`config.mk`:
```
export PLATFORM = sky130hd
export DESIGN_NAME = onehot_acc_core
export DESIGN_NICKNAME = d
export VERILOG_FILES = /design/src/rtl/ohc_pkg.sv /design/src/rtl/ohc_onehot_dec.sv /design/src/rtl/ohc_regfile.sv /design/src/rtl/ohc_alu.sv /design/src/rtl/onehot_acc_core.sv
export SDC_FILE = /design/constraint.sdc
export NUM_CORES = 1
export LEC_CHECK = 0
export BUFFER_PORTS_ARGS = -buffer_cell sky130_fd_sc_hd__buf_2
export CAP_MARGIN = 20
export CORE_UTILIZATION = 40
export DETAILED_ROUTE_END_ITERATION = 7
export GPL_TIMING_DRIVEN = 0
export SLEW_MARGIN = 20
export SYNTH_ARGS = -nofsm -noshare
export SYNTH_HDL_FRONTEND = slang
export SYNTH_SLANG_ARGS = --single-unit
```
`constraint.sdc`:
```
create_clock -name clk -period 13 [get_ports clk]
set_input_delay 1.3 -clock clk [delete_from_list [all_inputs] [get_ports clk]]
set_output_delay 1.3 -clock clk [all_outputs]
set_load 0.01 [all_outputs]
```
`src/rtl/ohc_pkg.sv`:
```
package ohc_pkg;
   // Bit positions inside the one-hot opcode byte
   localparam int unsigned OPB_ADD   = 0;
   localparam int unsigned OPB_INV   = 1;
   localparam int unsigned OPB_SAVE  = 2;
   localparam int unsigned OPB_MOVE  = 3;
   localparam int unsigned OPB_IMM   = 4;
   localparam int unsigned OPB_JUMP  = 5;
   localparam int unsigned OPB_LOAD  = 6;
   localparam int unsigned OPB_STORE = 7;
   localparam int unsigned OP_COUNT  = 8;

   typedef enum logic [1:0] {
      ST_FETCH = 2'd0,
      ST_EXEC  = 2'd1,
      ST_WB    = 2'd2
   } phase_t;
endpackage

```
`src/rtl/ohc_onehot_dec.sv`:
```
// Passes a byte through only when exactly one bit is set; otherwise all zero.
module ohc_onehot_dec #(
   parameter int unsigned W = 8
) (
   input  logic [W-1:0] vec_i,
   output logic         valid_o,
   output logic [W-1:0] sel_o
);
   localparam int unsigned CW = $clog2(W + 1);

   initial begin
      if (W < 2) $error("ohc_onehot_dec: W must be at least 2");
   end

   logic [CW-1:0] ones;

   always_comb begin
      ones = '0;
      for (int unsigned i = 0; i < W; i++) begin
         ones = ones + CW'(vec_i[i]);
      end
   end

   assign valid_o = (ones == CW'(1));
   assign sel_o   = valid_o ? vec_i : '0;
endmodule

```
`src/rtl/ohc_regfile.sv`:
```
// Register file addressed by one-hot selects; an empty select reads zero.
module ohc_regfile #(
   parameter int unsigned DW       = 8,
   parameter int unsigned NREG     = 8,
   parameter bit          RF_RESET = 1'b1
) (
   input  logic            clk,
   input  logic            rst,
   input  logic [NREG-1:0] rsel_i,
   input  logic [NREG-1:0] wsel_i,
   input  logic            we_i,
   input  logic [DW-1:0]   wdata_i,
   output logic [DW-1:0]   rdata_o
);
   logic [DW-1:0]   regs [NREG];
   logic [NREG-1:0] wen;

   assign wen = we_i ? wsel_i : '0;

   for (genvar g = 0; g < NREG; g++) begin : g_reg
      if (RF_RESET) begin : g_rst
         always_ff @(posedge clk) begin
            if (rst)         regs[g] <= '0;
            else if (wen[g]) regs[g] <= wdata_i;
         end
      end else begin : g_nrst
         always_ff @(posedge clk) begin
            if (wen[g]) regs[g] <= wdata_i;
         end
      end
   end

   always_comb begin
      rdata_o = '0;
      for (int unsigned i = 0; i < NREG; i++) begin
         rdata_o = rdata_o | (rsel_i[i] ? regs[i] : '0);
      end
   end

   // A malformed operand must never reach more than one register
   assert_single_write_R11: assert property (@(posedge clk) disable iff (rst)
      $onehot0(wen));
endmodule

```
`src/rtl/ohc_alu.sv`:
```
// Next-accumulator selection for the accumulator-writing opcodes.
module ohc_alu #(
   parameter int unsigned DW = 8
) (
   input  logic [ohc_pkg::OP_COUNT-1:0] op_sel_i,
   input  logic [DW-1:0]                acc_i,
   input  logic [DW-1:0]                rval_i,
   input  logic [DW-1:0]                imm_i,
   output logic [DW-1:0]                acc_o,
   output logic                         acc_we_o
);
   import ohc_pkg::*;

   logic [DW-1:0] sum;
   assign sum = acc_i + rval_i;

   always_comb begin
      acc_o = acc_i;
      unique case (1'b1)
         op_sel_i[OPB_ADD]:  acc_o = sum;
         op_sel_i[OPB_INV]:  acc_o = ~rval_i;
         op_sel_i[OPB_MOVE]: acc_o = rval_i;
         op_sel_i[OPB_IMM]:  acc_o = imm_i;
         default:            acc_o = acc_i;
      endcase
   end

   assign acc_we_o = op_sel_i[OPB_ADD] | op_sel_i[OPB_INV]
                   | op_sel_i[OPB_MOVE] | op_sel_i[OPB_IMM];
endmodule

```
`src/rtl/onehot_acc_core.sv`:
```
module onehot_acc_core #(
   parameter int unsigned DW       = 8,
   parameter int unsigned NREG     = 8,
   parameter bit          RF_RESET = 1'b1
) (
   input  logic          clk,
   input  logic          rst,
   output logic [DW-1:0] prog_addr,
   input  logic [DW-1:0] prog_op,
   input  logic [DW-1:0] prog_arg,
   output logic [DW-1:0] dmem_addr,
   output logic [DW-1:0] dmem_wdata,
   output logic          dmem_we,
   input  logic [DW-1:0] dmem_rdata,
   output logic [DW-1:0] dbg_acc,
   output logic [DW-1:0] dbg_pc
);
   import ohc_pkg::*;

   localparam logic [DW-1:0] PC_STEP = DW'(2);

   initial begin
      if (DW != OP_COUNT) $error("onehot_acc_core: DW must equal the opcode count");
      if (NREG != DW)     $error("onehot_acc_core: NREG must equal DW");
   end

   phase_t        state;
   logic [DW-1:0] pc, acc, ir_op, ir_arg;

   logic                op_ok, arg_ok;
   logic [DW-1:0]       op_sel_raw;
   logic [NREG-1:0]     reg_sel;
   logic [OP_COUNT-1:0] op_sel;
   logic [DW-1:0]       rval, acc_nxt;
   logic                acc_we, in_exec, in_wb, jump_taken;
   logic                rf_we;
   logic [DW-1:0]       rf_wdata;

   ohc_onehot_dec #(.W(DW)) i_op_dec (
      .vec_i(ir_op), .valid_o(op_ok), .sel_o(op_sel_raw)
   );
   ohc_onehot_dec #(.W(NREG)) i_arg_dec (
      .vec_i(ir_arg[NREG-1:0]), .valid_o(arg_ok), .sel_o(reg_sel)
   );

   assign in_exec = (state == ST_EXEC);
   assign in_wb   = (state == ST_WB);
   assign op_sel  = in_exec ? op_sel_raw[OP_COUNT-1:0] : '0;

   assign rf_we    = op_sel[OPB_SAVE] | in_wb;
   assign rf_wdata = in_wb ? dmem_rdata : acc;

   ohc_regfile #(.DW(DW), .NREG(NREG), .RF_RESET(RF_RESET)) i_rf (
      .clk(clk), .rst(rst),
      .rsel_i(reg_sel), .wsel_i(reg_sel),
      .we_i(rf_we), .wdata_i(rf_wdata), .rdata_o(rval)
   );

   ohc_alu #(.DW(DW)) i_alu (
      .op_sel_i(op_sel), .acc_i(acc), .rval_i(rval), .imm_i(ir_arg),
      .acc_o(acc_nxt), .acc_we_o(acc_we)
   );

   assign jump_taken = op_sel[OPB_JUMP] & acc[DW-1];

   always_ff @(posedge clk) begin
      if (rst) begin
         state  <= ST_FETCH;
         pc     <= '0;
         acc    <= '0;
         ir_op  <= '0;
         ir_arg <= '0;
      end else begin
         unique case (state)
            ST_FETCH: begin
               ir_op  <= prog_op;
               ir_arg <= prog_arg;
               state  <= ST_EXEC;
            end
            ST_EXEC: begin
               if (acc_we) acc <= acc_nxt;
               if (op_sel[OPB_LOAD]) begin
                  state <= ST_WB;
               end else begin
                  state <= ST_FETCH;
                  pc    <= jump_taken ? rval : pc + PC_STEP;
               end
            end
            ST_WB: begin
               state <= ST_FETCH;
               pc    <= pc + PC_STEP;
            end
            default: state <= ST_FETCH;
         endcase
      end
   end

   assign prog_addr  = pc;
   assign dmem_addr  = acc;
   assign dmem_wdata = rval;
   assign dmem_we    = op_sel[OPB_STORE];
   assign dbg_acc    = acc;
   assign dbg_pc     = pc;

   // Fetch only latches the instruction
   assert_fetch_quiet_R2: assert property (@(posedge clk) disable iff (rst)
      (state == ST_FETCH) |=> (pc == $past(pc)) && (acc == $past(acc)));
   assert_pc_step_R2: assert property (@(posedge clk) disable iff (rst)
      (in_exec && !op_sel[OPB_LOAD] && !jump_taken) |=> (pc == DW'($past(pc) + PC_STEP)));
   assert_jump_target_R7: assert property (@(posedge clk) disable iff (rst)
      jump_taken |=> (pc == $past(rval)) && (state == ST_FETCH));
   assert_load_wb_R8: assert property (@(posedge clk) disable iff (rst)
      (in_exec && op_sel[OPB_LOAD]) |=> in_wb && $stable(pc));
   assert_wb_acc_hold_R8: assert property (@(posedge clk) disable iff (rst)
      in_wb |=> $stable(acc));
   assert_store_pulse_R9: assert property (@(posedge clk) disable iff (rst)
      dmem_we |=> !dmem_we);
   assert_noop_R10: assert property (@(posedge clk) disable iff (rst)
      (in_exec && !op_ok) |=> $stable(acc) && !$past(dmem_we) && !$past(rf_we));
   assert_bad_arg_R11: assert property (@(posedge clk) disable iff (rst)
      (in_exec && !arg_ok) |-> (rval == '0));
endmodule

```
# Word level (Yosys, flattened, before mapping)
# Memories as Yosys holds them, arrays and structs flattened.
# Index checks and enable logic that the tools add are counted.
# totals
ff_bits	34
ramBits	64
input_bits	26
output_inout_bits	41
memories	1
# mem_list
memory	words	width	rd	rd_ports_with_merged_regs	wr	line_no	rtl
i_rf.regs	8	8	8	0	8	ohc_regfile.sv:15	logic [DW-1:0] regs [NREG];
# classes
addsub	16
n_eq_ne	5
muxes	53
bitwise	21
reduce_logical	5
# op_table
op	n
8-bit two-way mux	23
8-bit bitwise OR	7
4-bit by 1-bit adder with 4-bit output	12
8-bit one-hot mux with 4 select lines	1
1-bit two-way mux	26
8-bit one-hot mux with 2 select lines	1
1-bit bitwise OR	12
8-bit by 2-bit adder with 8-bit output, second input constant	1
8-bit adder	1
4-bit by 1-bit equality test with 1-bit output, second input constant	2
8-bit NOT	1
1-bit by 1-bit adder with 2-bit output	2
2-bit one-hot mux with 2 select lines	1
4-bit nonzero test	1
3-bit AND reduction	1
2-bit by 1-bit equality test with 1-bit output, second input constant	1
2-bit equality test, second input constant	1
2-bit logical NOT	1
2-bit two-way mux	1
2-bit != test, second input constant	1
2-bit AND reduction	1
2-bit nonzero test	1
1-bit AND	1

# Depth between registers and ports, before layout
# logic_depth
ltp_word	20
depth_mapped	20
mapped_depth_nobuf	20

# Cells and area by module
# Synthesis repeated with hierarchy kept, for this count alone.
# hier_totals
cells_unflattened	548
area_unflattened_um2	5723.0
# by_module_without_submodules
mod	n_inst	cells_per_inst	area_each_um2	seq_area_each_um2
ohc_regfile	1	194	2839.0	1921.8
onehot_acc_core	1	210	1659.1	680.7
ohc_onehot_dec	2	34	321.6	0.0
ohc_alu	1	76	581.8	0.0

# Least setup slack after synthesis
# Ideal clock, no wire load.
# synth_timing
kind	flip-flop to flip-flop
start	reg ir_arg[2]
end	reg acc[7], in the netlist dbg_acc[7]
t_arrival_ps	4816
required_time_ps	12926
slack_ps	8109
path_stages_with_launch	20
synth_period_minus_slack_ps	4891
path_cell_list	dfxtp_1 buf_1 inv_1 fa_1 fa_1 inv_1 fa_1 inv_1 fa_1 and3b_1 a31oi_4 a41o_1 inv_1 ha_1 nand3_1 o211ai_1 o21a_1 o21a_1 or4_1 a31oi_1
# synth_between
elab_chain_len	18
elab_cells_between_ends	26
classes_between	add/sub (7); eq/ne (1); mux (10); bitwise (8)
# synth_rtl
element	line_no	rtl
from (decl)	onehot_acc_core.sv:28	logic [DW-1:0] pc, acc, ir_op, ir_arg;
from (signal assigned)	onehot_acc_core.sv:77	ir_arg <= prog_arg;
4-bit by 1-bit adder with 4-bit output (6 in series)	ohc_onehot_dec.sv:20	ones = ones + CW'(vec_i[i]);
4-bit by 1-bit equality test with 1-bit output	ohc_onehot_dec.sv:24	assign valid_o = (ones == CW'(1));
8-bit two-way mux (*)	ohc_onehot_dec.sv:25	assign sel_o = valid_o ? vec_i : '0;
8-bit two-way mux	ohc_regfile.sv:36	rdata_o = rdata_o | (rsel_i[i] ? regs[i] : '0);
8-bit bitwise OR (6 in series)	ohc_regfile.sv:36	
8-bit bitwise OR (*)	ohc_regfile.sv:36	
named net dmem_wdata[4]	onehot_acc_core.sv:12	output logic [DW-1:0] dmem_wdata,
8-bit adder (*)	ohc_alu.sv:15	assign sum = acc_i + rval_i;
8-bit one-hot mux with 4 select lines (*)	ohc_alu.sv:19	unique case (1'b1)
to (signal assigned)	onehot_acc_core.sv:81	if (acc_we) acc <= acc_nxt;
to (decl)	onehot_acc_core.sv:28	
# Mark *: on every way through the listed nets, which the timed path passes. The rest lies on a longest branch.
# A chain may end at the register's enable or synchronous reset.

# Worst setup path in the final report
# layout_timing
start	reg ir_arg[2]
end	out dmem_wdata[4]
# layout_between
elab_chain_len	16
elab_cells_between_ends	23
classes_between	add/sub (6); eq/ne (1); mux (9); bitwise (7)
# layout_rtl
element	line_no
4-bit by 1-bit adder with 4-bit output (6 in series)	ohc_onehot_dec.sv:20
4-bit by 1-bit equality test with 1-bit output	ohc_onehot_dec.sv:24
8-bit two-way mux (*)	ohc_onehot_dec.sv:25
8-bit two-way mux	ohc_regfile.sv:36
8-bit bitwise OR (6 in series)	ohc_regfile.sv:36
8-bit bitwise OR (*)	ohc_regfile.sv:36
to (decl)	onehot_acc_core.sv:12
# Every way passes the cells marked *; elsewhere a longest branch is shown, timed or not.

==> results.py <==
metrics = {
    "power": {
        "p_int_uw": 590,
        "p_leak_uw": 0.00247,
        "clockPowerShare": 0.345,
        "p_seq_frac": 0.423,
        "switching_share": 0.310,
        "netSwitchingPower_uw": 265,
        "p_per_area_nw_per_um2": 142,
        "ir_drop_v": 0.0000745,
        "comb_power_share": 0.232,
    },
    "floorplanning": {
        "die_w_um": 116,
        "start_util": 0.409,
        "core-area_um2": 12600,
        "fp.dieH_um": 116,
        "rows": 41,
        "die_area_um2": 13400,
        "ioPinCount": 67,
    },
    "cts": {
        "cts_tree": "yes",
        "htree_levels": 3,
        "clockBufferDepth": 2,
        "cts-hold-fix-buffers": 0,
        "post_cts_buffers": 0,
        "clkLatencyLatePin_ns": 0.35,
        "ctsResizeCount": 0,
        "cts_inserted_buffers": 9,
        "clock_sinks": 98,
        "cts.clk_slew.worst_paths_ns": 0.07,
        "cts_root_buffer": "clkbuf_16",
    },
    "drt": {
        "wirelength_um": 13900,
        "wire_per_inst_um": 18.1,
        "drc": 0,
        "ant_nets": 0,
        "num_vias": 4157,
        "dr.pass1.iters": 5,
        "via_per_inst": 5.43,
        "drt_iter0_drc": 364,
    },
    "status": {
        "status": "finished clean",
    },
    "timing": {
        "min_period_over_period": 0.452,
        "setup_viol": 0,
        "rsz0062_at_grt": "no",
        "slew_viol_final": 0,
        "setup_tns_ns": 0,
        "skew_ns": 0.00662,
        "min_period_ns": 5.87,
        "hold_viol_final": 0,
        "fmax_mhz": 170,
        "relSlewSlack": 0.413,
        "layout_setup_ws_ns": 7.13,
        "worst_slew_pin_slew_ns": 0.856,
        "timing.hold.ws_ns": 0.475,
    },
    "worst_setup_path": {
        "critPathMaxStageDelay_ns": 0.51,
        "cp_top_family": "adder cells",
        "worst_path_max_delay_cell": "fa_1",
        "cp-start-kind": "register",
        "crit_buf_inv": 6,
        "crit_cells": 13,
        "worst-setup-path-type": "reg2out",
        "cp-end-kind": "output pin",
        "arrival_ns": 4.57,
        "path_cells": "buf_1 > inv_1 > fa_1 > fa_1 > inv_1 > fa_1 > inv_1 > fa_1 > and3b_1 > a31oi_4 > a41o_1 > inv_1 > buf_2",
        "rr_worst_depth": 19,
        "crit_required_ns": 11.70,
        "cp_max_fo": 10,
    },
    "placed_design": {
        "dpl.cell_count": 750,
        "io_buffers": 66,
        "hpwl_um": 10400,
        "place_congestion": 0.846,
        "detailedPlace.worstSlack_ns": 7.31,
    },
    "global_route": {
        "grt_pass1_wl_um": 21500,
        "grt_pass1_vias": 3989,
        "grt-ovfl-total": 0,
        "grt_max_degree": 18,
        "grt_use_total": 0.220,
        "grt_antenna_before_repair": 0,
    },
    "final_layout": {
        "drive_gt1_frac": 0.212,
        "fin_cells": 766,
        "diodes": 0,
        "syn2layout_area_growth_pct": 16.9,
        "nets": 638,
    },
    "min_path": {
        "hold_class": "reg2reg",
        "holdPathStages": 2,
    },
    "yosys": {
        "yosysTopAreaCellShare": 0.372,
        "synth_nets": 561,
        "avgSynthCellArea_um2": 10.1,
        "synthFlopType": "edfxtp_1",
        "synth_area_leaders": "edfxtp_1 (37%), dfxtp_1 (13%), nor2_1 (6.1%)",
        "synth_top_area_cell": "edfxtp_1",
        "synthArstFlopShare": 0,
        "syn-instance-count": 512,
        "yosys_register_bits": 98,
        "ys_warn_count": 0,
        "syn_area_um2": 5170,
        "synth_cell_types": 53,
        "synth_edf_count": 64,
        "yosysSeqAreaShare": 0.504,
    },
    "flow_run": {
        "maxCapViolCount": 0,
    },
}
==> synthesized netlist by cell type, types with 2 or more instances <==
master / count
nor3b_1: 3
xnor2_1: 5
nand2_1: 61
nand2_4: 8
ha_1: 14
nor2b_1: 3
nand2b_1: 3
or3_1: 2
or2_2: 2
a21oi_1: 30
nor2_1: 84
and2_1: 5
buf_4: 17
inv_1: 28
a22o_1: 5
o22ai_1: 2
o221ai_1: 4
nand4_1: 2
dfxtp_1: 34
buf_2: 7
o21a_1: 2
a22oi_1: 23
a221oi_1: 6
a311oi_1: 2
nand3_1: 7
a41o_1: 2
and4b_1: 2
mux2i_1: 11
nor3_1: 5
a31oi_4: 2
o21ai_0: 15
and3_1: 4
a211oi_1: 2
nor3_4: 2
a31oi_1: 9
edfxtp_1: 64
clkbuf_1: 11
fa_1: 9
==> stage by stage <==
stage           util  total power (uW)  cell area (um2)
5_1_grt        0.478               894             6040
2_1_floorplan      -               499             5170
3_3_place_gp   0.453               562             5710
4_1_cts        0.478               856             6040
6_report       0.478               855             6040
3_5_place_dp   0.453               567             5710
==> power groups by stage <==
stage,combinational (uW),sequential (uW),clock (uW)
after floorplan,135,364,0
after global placement,194,368,0
after detailed placement,198,368,0
after CTS,198,361,296
after global routing,221,363,310
final,199,362,295
==> tightest hold or removal path, delay by kind of cell, from the launching register on <==
| kind | cells | cell delay (ns) |
|---|---|---|
| simple gates | 1 | 0.06 |
| compound gates | 1 | 0.05 |
| flops | 1 | 0.32 |
==> registers in the layout (all words and copies together), names as in the netlist <==
name and count:
ir_op 8, state 2, i_rf.regs 64, dbg_pc 8, ir_arg 8, dbg_acc 8
==> kinds of logic (layout without fill, tap and decap cells) <==
group	count (synthesis)	after routing	share of synthesized area
simple gates	200	200	0.185
compound gates	110	110	0.150
flops	98	98	0.504
buf+inv	65	147	0.0627
fa+ha+maj	23	23	0.0688
mux	11	11	0.0213
xor+xnor	5	5	0.00848
==> path summary, 6_finish.rpt <==
check	slack [ns]	from	to
worst max-delay path	7.13	ir_arg[2]	dmem_wdata[4]
worst min-delay path	0.48	ir_op[7]	ir_op[7]
worst max register to register	7.30	ir_arg[2]	dbg_acc[7]
worst min register to register	0.48	ir_op[7]	ir_op[7]
==> layout by cell type (no fill, tap or decap), types with 6 or more instances in the layout <==
cell type	n
nor2_1	84
buf_2	73
edfxtp_1	64
nand2_1	61
dfxtp_1	34
a21oi_1	30
inv_1	28
a22oi_1	23
buf_4	17
o21ai_0	15
ha_1	14
clkbuf_1	11
mux2i_1	11
a31oi_1	9
fa_1	9
clkbuf_16	9
nand2_4	8
nand3_1	7
a221oi_1	6
==> area by class of cell <==
class	count	area (um2)
Inverter	28	105
Tap cell	172	215
Clock inverter	7	100
Clock buffer	9	225
Fill cell	1200	6580
Timing Repair Buffer	66	330
Multi-Input combinational cell	349	2240
Sequential cell	98	2600
Buffer	37	219
==> routing by layer <==
layer | up-vias | track usage | routed length [um]
met4 | 0 | 0.120 | 532
met5 | - | 0 | 0
met2 | 146 | 0.371 | 6810
li1 | 1962 | - | -
met1 | 2017 | 0.270 | 5840
met3 | 32 | 0.0340 | 712
No activity file was read; power rests on OpenSTA's default activity.
